**src/rtl/cmdrx_pkg.sv**
```systemverilog
package cmdrx_pkg;

  localparam logic [31:0] PRE_FIRST  = 32'hA5A5A5A5;
  localparam logic [31:0] PRE_SECOND = 32'h5A5A5A5A;
  localparam logic [7:0]  CARD_ALL   = 8'hFF;
  localparam logic [31:0] CRC_POLY   = 32'h04C11DB7;
  localparam logic [31:0] CRC_SEED   = 32'hFFFFFFFF;

  typedef enum logic [2:0] {
    ST_HUNT_A, ST_HUNT_B, ST_HEAD, ST_BODY, ST_SUM
  } rx_state_t;

  typedef enum logic [1:0] {
    CAUSE_NONE  = 2'b00,
    CAUSE_FIELD = 2'b01,
    CAUSE_SUM   = 2'b10
  } err_cause_t;

  typedef enum logic [7:0] {
    OP_WRITE = 8'h01,
    OP_READ  = 8'h02,
    OP_START = 8'h03,
    OP_STOP  = 8'h04,
    OP_RESET = 8'h05
  } op_code_t;

  typedef struct packed {
    logic [7:0]  card;
    logic [7:0]  code;
    logic [15:0] len;
  } head_t;

  function automatic logic known_op(input logic [7:0] c);
    return (c >= OP_WRITE) && (c <= OP_RESET);
  endfunction

  // Feed one 32-bit word into the CRC register, MSB first.
  function automatic logic [31:0] crc_feed(input logic [31:0] c_in,
                                           input logic [31:0] d);
    logic [31:0] c;
    logic        fb;
    c = c_in;
    for (int b = 31; b >= 0; b--) begin
      fb = c[31] ^ d[b];
      c  = {c[30:0], 1'b0} ^ (fb ? CRC_POLY : 32'h0);
    end
    return c;
  endfunction

endpackage

```
**src/rtl/cmdrx_crc.sv**
```systemverilog
module cmdrx_crc
  import cmdrx_pkg::*;
(
  input  logic        clk,
  input  logic        rst_n,
  input  logic        seed,
  input  logic        feed,
  input  logic [31:0] word,
  output logic [31:0] crc_q
);
  always_ff @(posedge clk) begin
    if (!rst_n || seed) crc_q <= CRC_SEED;
    else if (feed)      crc_q <= crc_feed(crc_q, word);
  end
endmodule

```
**src/rtl/cmdrx_head_check.sv**
```systemverilog
module cmdrx_head_check
  import cmdrx_pkg::*;
#(
  parameter int MAX_LEN = 58
) (
  input  logic [31:0] word,
  input  logic [7:0]  slot_id,
  output logic        mine,
  output logic        fields_ok
);
  head_t h;
  always_comb begin
    h         = head_t'(word);
    mine      = (h.card == slot_id) || (h.card == CARD_ALL);
    fields_ok = known_op(h.code) && (h.len <= 16'(MAX_LEN));
  end
endmodule

```
**src/rtl/cmdrx_store.sv**
```systemverilog
module cmdrx_store #(
  parameter int DEPTH  = 64,
  parameter int WIDTH  = 32,
  localparam int AW    = $clog2(DEPTH)
) (
  input  logic             clk,
  input  logic             we,
  input  logic [AW-1:0]    waddr,
  input  logic [WIDTH-1:0] wdata,
  input  logic [AW-1:0]    raddr,
  output logic [WIDTH-1:0] rdata
);
  logic [WIDTH-1:0] mem [DEPTH];
  always_ff @(posedge clk) begin
    if (we) mem[waddr] <= wdata;
  end
  assign rdata = mem[raddr];
endmodule

```
**src/rtl/cmdrx_frame.sv**
```systemverilog
module cmdrx_frame
  import cmdrx_pkg::*;
#(
  parameter int DEPTH = 64,
  localparam int AW   = $clog2(DEPTH)
) (
  input  logic          clk,
  input  logic          rst_n,
  input  logic          in_valid,
  input  logic [31:0]   in_data,
  input  logic          mine,
  input  logic          fields_ok,
  input  logic [31:0]   crc_q,
  input  logic          cmd_ready,
  output logic          crc_seed,
  output logic          crc_feed_en,
  output logic          st_we,
  output logic [AW-1:0] st_waddr,
  output logic          cmd_valid,
  output logic [7:0]    cmd_code,
  output logic [15:0]   cmd_len,
  output logic          err_req,
  output logic [1:0]    err_cause
);
  rx_state_t   state;
  head_t       head;
  logic [15:0] idx;
  logic        take;

  assign take = in_valid && !cmd_valid;

  always_comb begin
    crc_seed    = (state == ST_HUNT_A) || (state == ST_HUNT_B);
    crc_feed_en = take && ((state == ST_HEAD) || (state == ST_BODY));
    st_we       = take && (state == ST_BODY);
    st_waddr    = idx[AW-1:0];
  end

  always_ff @(posedge clk) begin
    if (!rst_n) begin
      state     <= ST_HUNT_A;
      head      <= '0;
      idx       <= '0;
      cmd_valid <= 1'b0;
      cmd_code  <= '0;
      cmd_len   <= '0;
      err_req   <= 1'b0;
      err_cause <= CAUSE_NONE;
    end else begin
      err_req   <= 1'b0;
      err_cause <= CAUSE_NONE;
      if (cmd_valid && cmd_ready) cmd_valid <= 1'b0;
      if (in_valid && cmd_valid) begin
        state <= ST_HUNT_A;
      end else if (in_valid) begin
        unique case (state)
          ST_HUNT_A: if (in_data == PRE_FIRST) state <= ST_HUNT_B;
          ST_HUNT_B: begin
            if (in_data == PRE_SECOND)     state <= ST_HEAD;
            else if (in_data != PRE_FIRST) state <= ST_HUNT_A;
          end
          ST_HEAD: begin
            idx <= '0;
            if (!mine) begin
              state <= ST_HUNT_A;
            end else if (!fields_ok) begin
              state     <= ST_HUNT_A;
              err_req   <= 1'b1;
              err_cause <= CAUSE_FIELD;
            end else begin
              head  <= head_t'(in_data);
              state <= (in_data[15:0] == 16'd0) ? ST_SUM : ST_BODY;
            end
          end
          ST_BODY: begin
            idx <= idx + 16'd1;
            if (idx == head.len - 16'd1) state <= ST_SUM;
          end
          ST_SUM: begin
            state <= ST_HUNT_A;
            if (in_data == ~crc_q) begin
              cmd_valid <= 1'b1;
              cmd_code  <= head.code;
              cmd_len   <= head.len;
            end else begin
              err_req   <= 1'b1;
              err_cause <= CAUSE_SUM;
            end
          end
          default: state <= ST_HUNT_A;
        endcase
      end
    end
  end
endmodule

```
**src/rtl/cmd_pkt_rx.sv**
```systemverilog
module cmd_pkt_rx
  import cmdrx_pkg::*;
#(
  parameter int MAX_LEN = 58,
  parameter int DEPTH   = 64,
  localparam int AW     = $clog2(DEPTH)
) (
  input  logic          clk,
  input  logic          rst_n,
  input  logic          in_valid,
  input  logic [31:0]   in_data,
  input  logic [7:0]    slot_id,
  output logic          cmd_valid,
  input  logic          cmd_ready,
  output logic [7:0]    cmd_code,
  output logic [15:0]   cmd_len,
  input  logic [AW-1:0] pay_rd_addr,
  output logic [31:0]   pay_rd_data,
  output logic          err_req,
  output logic [1:0]    err_cause
);
  logic          mine, fields_ok, crc_seed, crc_feed_en, st_we;
  logic [31:0]   crc_q;
  logic [AW-1:0] st_waddr;

  cmdrx_head_check #(.MAX_LEN(MAX_LEN)) u_head (
    .word(in_data), .slot_id(slot_id), .mine(mine), .fields_ok(fields_ok)
  );

  cmdrx_crc u_crc (
    .clk(clk), .rst_n(rst_n), .seed(crc_seed), .feed(crc_feed_en),
    .word(in_data), .crc_q(crc_q)
  );

  cmdrx_store #(.DEPTH(DEPTH), .WIDTH(32)) u_store (
    .clk(clk), .we(st_we), .waddr(st_waddr), .wdata(in_data),
    .raddr(pay_rd_addr), .rdata(pay_rd_data)
  );

  cmdrx_frame #(.DEPTH(DEPTH)) u_frame (
    .clk(clk), .rst_n(rst_n), .in_valid(in_valid), .in_data(in_data),
    .mine(mine), .fields_ok(fields_ok), .crc_q(crc_q),
    .cmd_ready(cmd_ready), .crc_seed(crc_seed), .crc_feed_en(crc_feed_en),
    .st_we(st_we), .st_waddr(st_waddr), .cmd_valid(cmd_valid),
    .cmd_code(cmd_code), .cmd_len(cmd_len), .err_req(err_req),
    .err_cause(err_cause)
  );
endmodule

```
**config.mk**
```make
export PLATFORM = sky130hd
export DESIGN_NAME = cmd_pkt_rx
export DESIGN_NICKNAME = d
export VERILOG_FILES = /design/src/rtl/cmdrx_pkg.sv /design/src/rtl/cmdrx_crc.sv /design/src/rtl/cmdrx_head_check.sv /design/src/rtl/cmdrx_store.sv /design/src/rtl/cmdrx_frame.sv /design/src/rtl/cmd_pkt_rx.sv
export SDC_FILE = /design/constraint.sdc
export NUM_CORES = 2
export LEC_CHECK = 0
export CORE_MARGIN = 3
export CORE_UTILIZATION = 55
export DETAILED_ROUTE_END_ITERATION = 16
export PLACE_DENSITY = 0.7
export SLEW_MARGIN = 20
export SYNTH_ARGS = -nofsm -noshare
export SYNTH_HDL_FRONTEND = slang
export SYNTH_SLANG_ARGS = --single-unit
```
**constraint.sdc**
```tcl
create_clock -name clk -period 5.76 [get_ports clk]
set_clock_uncertainty 0.1 [all_clocks]
set_input_delay 0.864 -clock clk [delete_from_list [all_inputs] [get_ports clk]]
set_output_delay 0.864 -clock clk [all_outputs]
set_load 0.02 [all_outputs]
```
# == Word level (Yosys, flattened, before mapping) ==
# Memory sizes are Yosys's and may differ from the RTL's.
# Cells that the tools add are included.
# op_classes
n_eq_ne,14
order_cmp,3
n_reduce_logical,22
add_sub_neg,2
n_bitwise,68
muxes,56
# ops
operator,n
32-bit bitwise XOR,32
27-bit 2-to-1 mux,32
"32-bit by 31-bit equality test with 1-bit output, second input constant",1
32-bit equality test,1
"32-bit equality test, second input constant",1
"32-bit != test, second input constant",1
32-bit inverter,1
16-bit one-hot mux with 2 select lines,1
1-bit bitwise XOR,32
3-bit 2-to-1 mux,7
"16-bit by 1-bit adder with 16-bit output, second input constant",1
16-bit equality test,1
"16-bit by 6-bit <= comparator with 1-bit output, second input constant",1
16-bit logical NOT,1
"16-bit by 1-bit subtractor with 16-bit output, second input constant",1
3-bit one-hot mux with 4 select lines,1
1-bit 2-to-1 mux,11
8-bit equality test,1
"8-bit equality test, second input constant",1
"8-bit by 1-bit greater-or-equal comparator with 1-bit output, second input constant",1
"8-bit by 3-bit <= comparator with 1-bit output, second input constant",1
4-bit AND reduction,2
1-bit logical AND,7
"3-bit by 2-bit equality test with 1-bit output, second input constant",2
other kinds (16),24
# totals
n_memories,1
out_inout_bits,60
mem_bits_rw,2048
reg_bits,103
word_cells,176
# memory_table
name,depth,width,read_ports,rd_ports_with_merged_regs,wr,line,rtl
u_store.mem,64,32,1,0,1,cmdrx_store.sv:13,logic [WIDTH-1:0] mem [DEPTH];

# == Depth between registers and ports, before layout ==
# logic_depth
word_depth,96
mapped_depth,13

# == Cells and area by module ==
# From an unflattened synthesis, not the netlist that was laid out.
# hier_totals
hier_cells,4173
hier_area_um2,86630.6
# modules_own_cells
module,area_per_inst_um2,n_inst,cells_each,seq_area_each_um2
cmdrx_store,77872.2,1,3292,61499.0
cmdrx_crc,4526.8,1,389,640.6
cmdrx_frame,4063.9,1,469,1421.4
cmdrx_head_check,167.7,1,23,0.0

# == Worst setup path after synthesis ==
# Ideal clock, no wire load.
# synth_timing
kind,input port to output port
from,input pay_rd_addr[0]
to,output pay_rd_data[31]
cell_stages,8
arrival_time_ns,3.810
path_buffers,4
slack_ns,0.986
path_cell_list,clkbuf_1 -> clkbuf_1 -> buf_1 -> buf_1 -> mux4_2 -> mux4_2 -> mux2i_1 -> o21ai_0
# synth_between
elab_chain_len,1
# synth_rtl
element,line,rtl
from (decl),cmd_pkt_rx.sv:17,"input logic [AW-1:0] pay_rd_addr,"
memory read 64 x 32 bit,--,
to (decl),cmd_pkt_rx.sv:18,"output logic [31:0] pay_rd_data,"
# No other way between the ends.

# == Final worst setup path ==
# layout_timing
from,input pay_rd_addr[0]
to,output pay_rd_data[7]
# Same word-level chain as after synthesis.

==> flow_metrics.env <==
export IMPL_cp_end_kind="primary output"
export IMPL_dieArea_sq_mm=0.160
export IMPL_finalHoldViolations=0
export IMPL_drt_vias_per_instance=6.55
export IMPL_sw_frac_of_total_pct=24.8
export IMPL_cts_root_buf="clkbuf_16"
export IMPL_powerDensity_mw_per_mm2=376
export IMPL_start_kind="input pin"
export IMPL_crit_buf_inv=5
export IMPL_antenna_found_initial=19
export IMPL_clock_latency_ns=0.85
export IMPL_grt_pass1_vias=41800
export IMPL_slew_violations=0
export IMPL_cts_tree="yes"
export IMPL_grt_max_degree=91
export IMPL_setup_viol=0
export IMPL_cts_inserted_buffers=209
export IMPL_status="completed"
export IMPL_syn_num_nets=3821
export IMPL_setup_tns_ns=0
export IMPL_design_area_sq_mm=0.0977
export IMPL_synth_top_cell_area_share_pct=72.0
export IMPL_post_cts_resized=0
export IMPL_io_pins=110
export IMPL_grt_ovfl_total=0
export IMPL_max_slew_worst_pin_slew_ns=1.04
export IMPL_ant_nets=0
export IMPL_avgSynthCellArea_sq_um=22.7
export IMPL_ys_seq_area_share_pct=74.4
export IMPL_fin_util_pct=63.3
export IMPL_critPathArrivalTime_ns=4.09
export IMPL_hp_class="input pin to flip-flop"
export IMPL_yosys_top_cells_count="edfxtp_1 (2048), mux4_2 (669), xnor2_1 (167), clkbuf_1 (128), nor2_1 (106)"
export IMPL_pwr_share_seq_pct=46.6
export IMPL_yosys_area_top_type="edfxtp_1"
export IMPL_p_switching_mw=9.10
export IMPL_drc=0
export IMPL_crit_chain="buf_8 > buf_12 > buf_12 > buf_4 > mux4_2 > mux4_2 > mux4_2 > buf_4"
export IMPL_hpwl_um=134000
export IMPL_synth_warnings=0
export IMPL_p_int_mw=27.6
export IMPL_p_clk_share_pct=36.8
export IMPL_std_cell_rows=144
export IMPL_fp_dieW_um=400
export IMPL_placed_cells=5930
export IMPL_clock_path_buffers=3
export IMPL_cp_common_cell="mux4_2"
export IMPL_gp_congestion=0.820
export IMPL_core_area_sq_mm=0.154
export IMPL_p_total_mw=36.7
export IMPL_synth_ff_latch_count=2151
export IMPL_p_leak_nw=31.0
export IMPL_die_height_um=400
export IMPL_place_ws_ns=0.676
export IMPL_grt_pass1_wl_um=313000
export IMPL_ctsHoldBuffers=0
export IMPL_drt_initial_drc_count=5319
export IMPL_wl_per_cell_um=34.9
export IMPL_drive_gt1_share_pct=30.8
export IMPL_track_usage_pct=28.3
export IMPL_synth_most_common_cell="edfxtp_1"
export IMPL_worstPathRequired_ns=4.80
export IMPL_placed_cell_area_sq_mm=0.0908
export IMPL_cts_max_level=4
export IMPL_ir_worst_vdd_v=0.00106
export IMPL_finalCriticalPeriod_ns=5.06
export IMPL_ys_types=64
export IMPL_synthTopCellsByArea="edfxtp_1 (72%), mux4_2 (18%), dfxtp_1 (2.4%)"
export IMPL_post_route_period_util_pct=87.8
export IMPL_final_cells=6328
export IMPL_max_slew_margin_pct=30.8
export IMPL_post_cts_setup_buffer_count=0
export IMPL_cp_slowest_cell="mux4_2"
export IMPL_via_count=41400
export IMPL_synthCells=3766
export IMPL_whs_ns=0.288
export IMPL_rsz0062_at_grt="false"
export IMPL_path_delay_family="multiplexers"
export IMPL_area_growth_syn_to_layout_pct=14.3
export IMPL_synth_edf_count=2048
export IMPL_comb_power_share_pct=16.6
export IMPL_initial_core_util_pct=55.4
export IMPL_ys_flop_type="edfxtp_1"
export IMPL_drt_wl_total_um=221000
export IMPL_crit_type="input pin to primary output"
export IMPL_cap_violations=0
export IMPL_port_buffers=109
export IMPL_crit_path_max_fanout=28
export IMPL_syn_area_sq_mm=0.0854
export IMPL_layout_nets=4152
export IMPL_fmax_ghz=0.198
export IMPL_clk_pin_slew_worst_paths_ns=0.06
export IMPL_synthArstFlopShare_pct=0
export IMPL_slowest_delay_ns=0.61
export IMPL_setup_ws_ns=0.703
export IMPL_cts_sinks=2151
export IMPL_first_pass_iters=5
-- logic make-up after synthesis --
group,share of synthesized area (%)
AOI/OAI and AO/OA,0.598
xor gates and xnor gates,3.95
adders and majority gates,0.0732
buffers and inverters,0.871
DFF,74.4
muxes,18.2
and+or+nand+nor,1.92
-- flip-flops by register name, summed over array words and instances, names as in the netlist --
register and flops:
u_frame.err_cause 2, u_store.mem 2048, u_frame.err_req 1, u_frame.cmd_len 16
u_frame.idx 16, u_frame.head 24, u_crc.crc_q 32, u_frame.cmd_valid 1
u_frame.cmd_code 8, u_frame.state 3
-- power by group through the flow --
stage / sequential, mW / clock (mW) / combinational, mW
floorplan: 17.4 / 0 / 4.43
global placement: 17.4 / 0 / 6.10
detailed placement: 17.4 / 0 / 6.10
CTS: 17.1 / 13.7 / 6.13
global route: 17.1 / 14.3 / 6.42
finish: 17.1 / 13.5 / 6.09
-- worst register-to-register path, stage by stage (launching register included) --
cell	delay (ns)
dfxtp_1	0.33
xnor2_2	0.49
xnor3_1	0.68
xnor2_1	0.37
xor2_1	0.47
xor3_1	0.67
xnor2_4	0.39
xnor3_1	0.45
mux2i_1	0.25
nor2_1	0.08
-- placed cells by master (no fill, tap or decap), types with 55 or more instances in the layout --
| cell | count |
|---|---|
| dfxtp_1 | 103 |
| edfxtp_1 | 2048 |
| clkdlybuf4s50_1 | 55 |
| mux4_2 | 669 |
| xnor2_1 | 167 |
| nor2_4 | 63 |
| xor2_1 | 61 |
| clkbuf_16 | 210 |
| buf_4 | 163 |
| nand2_1 | 67 |
-- path summary, 6_finish.rpt --
check                        start                  end  slack (ns)  cells after the start
setup / recovery    pay_rd_addr[0]       pay_rd_data[7]        0.70                      8
hold / removal          in_data[9]   u_store.mem[62][9]        0.29                      1
setup reg to reg   u_crc.crc_q[31]      u_crc.crc_q[11]        1.38                      9
hold reg to reg   u_frame.head[20]  u_frame.cmd_code[4]        0.38                      2
-- area by class of cell --
cell class	count	area [sq um]
Fill cell	10200	56600
Clock buffer	255	5490
Clock inverter	136	1360
Sequential cell	2151	63600
Inverter	11	42.5
Tap cell	2044	2560
Timing Repair Buffer	307	3020
Multi-Input combinational cell	1417	21600
Antenna cell	7	17.5
-- routing by layer --
metal	up-vias	track usage (%)	share of wire [%]
met4	8	7.99	2.6
met3	331	8.03	11
met1	22100	39.3	37
li1	16500	-	-
met2	2387	44.6	49
met5	-	0	0.024
(Power assumes the default switching activity.)
